File: config.mk
export PLATFORM = sky130hd
export DESIGN_NAME = coll_backoff_ctrl
export DESIGN_NICKNAME = d
export VERILOG_FILES = /design/src/rtl/bkf_pkg.sv /design/src/rtl/bkf_lfsr.sv /design/src/rtl/bkf_idle_watch.sv /design/src/rtl/bkf_wait_timer.sv /design/src/rtl/coll_backoff_ctrl.sv
export SDC_FILE = /design/constraint.sdc
export NUM_CORES = 1
export LEC_CHECK = 0
export ABC_AREA = 1
export BUFFER_PORTS_ARGS = -buffer_cell sky130_fd_sc_hd__buf_2
export CORE_AREA = 5 5 68 70
export DETAILED_ROUTE_END_ITERATION = 6
export DIE_AREA = 0 0 73 75
export PLACE_DENSITY = 0.81
export SLEW_MARGIN = 20
export SYNTH_ARGS = -nofsm -noshare
export SYNTH_HDL_FRONTEND = slang
export SYNTH_SLANG_ARGS = --single-unit
File: constraint.sdc
create_clock -name clk -period 2.2 [get_ports clk]
set_input_delay 0.11 -clock clk [delete_from_list [all_inputs] [get_ports clk]]
set_output_delay 0.11 -clock clk [all_outputs]
set_load 0.01 [all_outputs]
File: src/rtl/bkf_pkg.sv
package bkf_pkg;

  typedef enum logic [1:0] {
    ST_IDLE    = 2'd0,
    ST_XFER    = 2'd1,
    ST_HUSH    = 2'd2,
    ST_BACKOFF = 2'd3
  } bkf_state_e;

  // One step of the x^16+x^14+x^13+x^11+1 Fibonacci shift register.
  function automatic logic [15:0] lfsr_step(input logic [15:0] cur);
    return {cur[14:0], cur[15] ^ cur[13] ^ cur[12] ^ cur[10]};
  endfunction

  // Backoff exponent: the collision count, truncated at the cap.
  function automatic int unsigned exp_for(input int unsigned n, input int unsigned cap);
    return (n < cap) ? n : cap;
  endfunction

  // Mask keeping the low k bits of a draw.
  function automatic logic [15:0] draw_mask(input int unsigned k);
    return 16'((32'd1 << k) - 32'd1);
  endfunction

endpackage

File: src/rtl/bkf_lfsr.sv
module bkf_lfsr #(
  parameter logic [15:0] SEED = 16'hACE1
) (
  input  logic        clk,
  input  logic        rst_n,
  output logic [15:0] value
);
  import bkf_pkg::*;

  always_ff @(posedge clk or negedge rst_n) begin
    if (!rst_n) value <= SEED;
    else        value <= lfsr_step(value);
  end

endmodule

File: src/rtl/bkf_idle_watch.sv
module bkf_idle_watch #(
  parameter int SLOT_CYCLES = 8
) (
  input  logic clk,
  input  logic rst_n,
  input  logic enable,
  input  logic sda_in,
  input  logic scl_in,
  output logic slot_met
);
  localparam int IW = $clog2(SLOT_CYCLES + 1);

  logic [IW-1:0] run_len;
  logic          bus_idle;

  assign bus_idle = sda_in & scl_in;
  assign slot_met = enable && bus_idle && (run_len == IW'(SLOT_CYCLES - 1));

  always_ff @(posedge clk or negedge rst_n) begin
    if (!rst_n)                   run_len <= '0;
    else if (!enable || !bus_idle) run_len <= '0;
    else if (!slot_met)           run_len <= run_len + 1'b1;
  end

endmodule

File: src/rtl/bkf_wait_timer.sv
module bkf_wait_timer #(
  parameter int TW = 13
) (
  input  logic          clk,
  input  logic          rst_n,
  input  logic          load,
  input  logic [TW-1:0] load_val,
  input  logic          run,
  output logic          zero
);
  logic [TW-1:0] left;

  assign zero = (left == '0);

  always_ff @(posedge clk or negedge rst_n) begin
    if (!rst_n)             left <= '0;
    else if (load)          left <= load_val;
    else if (run && !zero)  left <= left - 1'b1;
  end

endmodule

File: src/rtl/coll_backoff_ctrl.sv
module coll_backoff_ctrl #(
  parameter int          SLOT_CYCLES = 8,
  parameter int          EXP_CAP     = 10,
  parameter int          GIVEUP_AT   = 16,
  parameter logic [15:0] LFSR_SEED   = 16'hACE1,
  localparam int         CW          = $clog2(GIVEUP_AT + 1),
  localparam int         TW          = $clog2(((2 ** EXP_CAP) - 1) * SLOT_CYCLES + 1)
) (
  input  logic          clk,
  input  logic          rst_n,
  input  logic          start_req,
  input  logic          xfer_done,
  input  logic          xfer_abort,
  input  logic          sda_in,
  input  logic          scl_in,
  output logic          tx_halt,
  output logic          retry_go,
  output logic          gave_up,
  output logic [CW-1:0] coll_count
);
  import bkf_pkg::*;

  bkf_state_e    state;
  logic          sda_q;
  logic [15:0]   lfsr_val;
  logic          slot_met;
  logic          timer_zero;

  // Named internal events, visible to the bound checker.
  logic          coll_evt;
  logic          clean_start;
  logic          hit_limit;
  logic          waiting;
  logic          in_xfer;
  logic          load_evt;
  logic [15:0]   r_draw;
  logic [TW-1:0] load_val;

  assign coll_evt    = (state == ST_IDLE) && start_req && !sda_q;
  assign clean_start = (state == ST_IDLE) && start_req && sda_q;
  assign hit_limit   = coll_evt && (coll_count == CW'(GIVEUP_AT - 1));
  assign waiting     = (state == ST_HUSH) || (state == ST_BACKOFF);
  assign in_xfer     = (state == ST_XFER);
  assign load_evt    = (state == ST_HUSH) && slot_met;
  assign r_draw      = lfsr_val & draw_mask(exp_for(int'(coll_count), EXP_CAP));
  assign load_val    = TW'(32'(r_draw) * 32'(SLOT_CYCLES));

  assign tx_halt  = coll_evt || waiting;
  assign retry_go = (state == ST_BACKOFF) && timer_zero;

  bkf_lfsr #(.SEED(LFSR_SEED)) lfsr_i (
    .clk   (clk),
    .rst_n (rst_n),
    .value (lfsr_val)
  );

  bkf_idle_watch #(.SLOT_CYCLES(SLOT_CYCLES)) idle_i (
    .clk      (clk),
    .rst_n    (rst_n),
    .enable   (state == ST_HUSH),
    .sda_in   (sda_in),
    .scl_in   (scl_in),
    .slot_met (slot_met)
  );

  bkf_wait_timer #(.TW(TW)) timer_i (
    .clk      (clk),
    .rst_n    (rst_n),
    .load     (load_evt),
    .load_val (load_val),
    .run      (state == ST_BACKOFF),
    .zero     (timer_zero)
  );

  always_ff @(posedge clk or negedge rst_n) begin
    if (!rst_n) begin
      state      <= ST_IDLE;
      sda_q      <= 1'b1;
      coll_count <= '0;
      gave_up    <= 1'b0;
    end else begin
      sda_q   <= sda_in;
      gave_up <= hit_limit;
      unique case (state)
        ST_IDLE: begin
          if (hit_limit) begin
            coll_count <= '0;
          end else if (coll_evt) begin
            coll_count <= coll_count + 1'b1;
            state      <= ST_HUSH;
          end else if (clean_start) begin
            state <= ST_XFER;
          end
        end
        ST_XFER: begin
          if (xfer_done) begin
            coll_count <= '0;
            state      <= ST_IDLE;
          end else if (xfer_abort) begin
            state <= ST_IDLE;
          end
        end
        ST_HUSH: begin
          if (load_evt) state <= ST_BACKOFF;
        end
        ST_BACKOFF: begin
          if (timer_zero) state <= ST_IDLE;
        end
        default: state <= ST_IDLE;
      endcase
    end
  end

endmodule

==> metrics.md <==
| Metric | Value |
|---|---|
| CP required | between 2 and 2.5 ns |
| First-pass GRT wire length | roughly 8000 um |
| Port Buf Inserts | 14 |
| Synth Instances | around 280 |
| WHS Path Cells | 5 |
| Kind of critical path | register to register |
| Max VDD drop | just under 700 uV |
| Worst slew pin tran | ~0.90 ns |
| Critical R2R Launch | coll_count[4]$_DFFE_PN0P_ |
| GR Overflow Total | 0 |
| Final Cycle Share | between 80% and 90% |
| Max Slew Vio Count | 0 |
| Most frequent cells in the layout | nand2_1 (60), nand3_1 (41), nor2_1 (33), dfrtp_1 (33), inv_1 (31) |
| Initial drt markers | 258 |
| Initial antenna violation count | 0 |
| 1st-pass router iterations | 4 |
| Seq/Total Area, Yosys | between 40% and 50% |
| Outcome | completed |
| HP Class | input port to register |
| Worst setup EP type | register |
| Vias | approximately 1.8k |
| Final antenna diode count | 0 |
| CTS Root Cell | clkbuf_8 |
| #FFs+latches synth | between 40 and 50 |
| Nets | a little over 300 |
| Synth async-reset ratio | 100% |
| Row cnt | 23 |
| Crit path max fanout | 6 |
| Drt wl/cell | between 10 and 15 um |
| Worst setup SP type | register |
| DR vias/cell | 5.23 |
| TNS Setup | 0 ns |
| Core area | ~3900 um^2 |
| GRT Resource Usage Total | a little under a fifth |
| Synth cell types | 31 |
| Layout Skew | between 0.008 and 0.009 ns |
| Ports | 15 |
| Fillers | roughly 350 |
| Largest net degree at the start of global routing | 43 |
| Share of cells above drive strength 1 | 15.7% |
| Antenna Nets Post-Route | 0 |
| Final min period | ~1.8 ns |
| CP arrival | between 1.5 and 2 ns |
| H-tree levels | 2 |
| Hold_sp | scl_in |
| Warnings, synthesis | 0 |
| Reg2reg end | timer_i.left[7]$_DFFE_PN0P_ |
| Crit path launch | coll_count[4]$_DFFE_PN0P_ |
| MaxCap Viol Count | 0 |
| Final hold violation count | 0 |
| Hold EP | idle_i.run_len[2]$_DFFE_PN0P_ |
| Commonest non-fill, non-tap cell in the layout | nand2_1 |
| Hpwl dp | 3430 um |
| CTS tree | done |
| Area delta synth->final | 10.4% |
| R2R depth | 11 |
| Leakage | roughly 1.2 nW |
| Die H | between 70 and 80 um |
| Main synth FF type | dfrtp_1 |
| Number of global-route vias before repair | 1748 |
| Post-synth EDFFs | 0 |
| Clk buf depth | 2 |
| RSZ-0062 raised after global routing | false |
| Mapped Area | around 2300 um^2 |
| Util after Layout | 63.5% |
| Die area | ~5500 um^2 |
| Power per Cell Area | 1150 nW/um^2 |
| Chip width | 73 um |
| Routability Congestion | around 0.91 |
| Syn Nets | 290 |
| Worst slew margin | roughly two fifths |
| Final setup viols | 0 |
| Starting Density | 57.5% |
| Avg Cell Area, Syn | slightly above 8 um^2 |
| # DRC | 0 |
| Worst-path clk slew | roughly 0.080 ns |
| R2r setup slk | roughly 0.42 ns |
| Final wirelength | approximately 4600 um |
| Num Clock Sinks | between 40 and 50 |
| Worst-Skew Late Latency | 0.30 ns |
| Total setup buffers inserted after CTS | 0 |
| TritonCTS buffer count | 5 |
| Fmax | about 0.56 GHz |
-- power by group --
part	internal [W]	switching (W)	total, W
Combinational	0.000425	0.000726	0.00115
Clock	0.000340	0.000268	0.000608
Sequential	0.000914	0.000177	0.00109
-- per-layer routing --
metal	vias to the layer above	GRT usage (%)	share of wire, %
met5	-	0	0
met4	0	5.94	1.1
met3	6	4.41	3.5
met2	31	28.9	46
met1	846	27.2	49
li1	948	-	-
-- cells in the mapped netlist (all sizes together) (4+ instances only) --
library cell	number	area, um^2
a21oi	8	40.0
buf	5	46.3
dfrtp	33	826
dfstp	9	236
ha	4	50.1
inv	33	124
nand2	65	275
nand3	42	223
nand3b	4	30.0
nand4	6	37.5
nor2	38	160
nor3	7	35.0
o21ai	11	55.1
xnor2	5	43.8
xor2	4	35.0
-- logic make-up (layout without fill, tap and decap cells) --
logic type / after synthesis / after routing / synth area share [%]
adders and majority gates: 4 / 4 / 2.22
DFF: 42 / 42 / 47.2
and+or+nand+nor: 163 / 163 / 34.1
AOI/OAI and AO/OA: 23 / 23 / 5.50
xor gates and xnor gates: 9 / 9 / 3.50
buffers and inverters: 38 / 59 / 7.55
-- critical path, cell delays in order (launching register included) --
cell and delay, ns:
dfrtp_1 0.46, nor2_2 0.12, inv_1 0.08, nor2_1 0.19, nand3_1 0.14, ha_1 0.25
nand2_1 0.12, o21ai_0 0.09, nand3_1 0.09, nand3_1 0.06, nand2_1 0.06, inv_1 0.03
-- metrics by stage --
step | hold slack [ns] | total power [W] | cell area (um^2) | setup WS [ns] | std cells
after detailed placement | 0.229 | 0.00224 | 2350 | 0.439 | 340
final | 0.192 | 0.00285 | 2490 | 0.424 | 350
after global placement | 0.226 | 0.00222 | 2350 | 0.452 | 340
after floorplan | -0.186 | 0.00199 | 2250 | 0.465 | 279
after global routing | 0.206 | 0.00311 | 2490 | 0.199 | 350
after CTS | 0.185 | 0.00286 | 2490 | 0.419 | 350
-- flip-flops by register name, indices dropped and copies added, names as in the netlist --
signal,flops
gave_up,1
idle_i.run_len,4
timer_i.left,13
state,2
sda_q,1
coll_count,5
lfsr_i.value,16
-- worst max-delay path by stage --
| stage | endpoint | slack [ns] | cells after the start |
|---|---|---|---|
| after floorplan | timer_i.left[7]$_DFFE_PN0P_ | 0.46 | 11 |
| after global placement | timer_i.left[7]$_DFFE_PN0P_ | 0.45 | 11 |
| after detailed placement | timer_i.left[7]$_DFFE_PN0P_ | 0.44 | 11 |
| after CTS | timer_i.left[7]$_DFFE_PN0P_ | 0.42 | 11 |
| after global routing | timer_i.left[7]$_DFFE_PN0P_ | 0.20 | 11 |
| final | timer_i.left[7]$_DFFE_PN0P_ | 0.42 | 11 |
-- area by class of cell --
type / count / area, um^2 / share of cell area [%]
sequential: 42 / 1060 / 42.7
inverter: 33 / 124 / 4.98
clock buffer: 5 / 68.8 / 2.77
multi-input combinational: 199 / 1020 / 41.0
tap: 50 / 62.6 / 2.52
timing repair buffer: 18 / 105 / 4.23
clock inverter: 3 / 43.8 / 1.76
-- repair_timing --
| action | 4_1_cts | 5_1_grt |
|---|---|---|
| endpoints found under the hold margin | 34 | 0 |
| endpoints found under the setup margin | 0 | 0 |
| hold buffers | 2 | 0 |
| resized for setup | 0 | 0 |
Note: power is estimated with default switching activity, not from simulation.
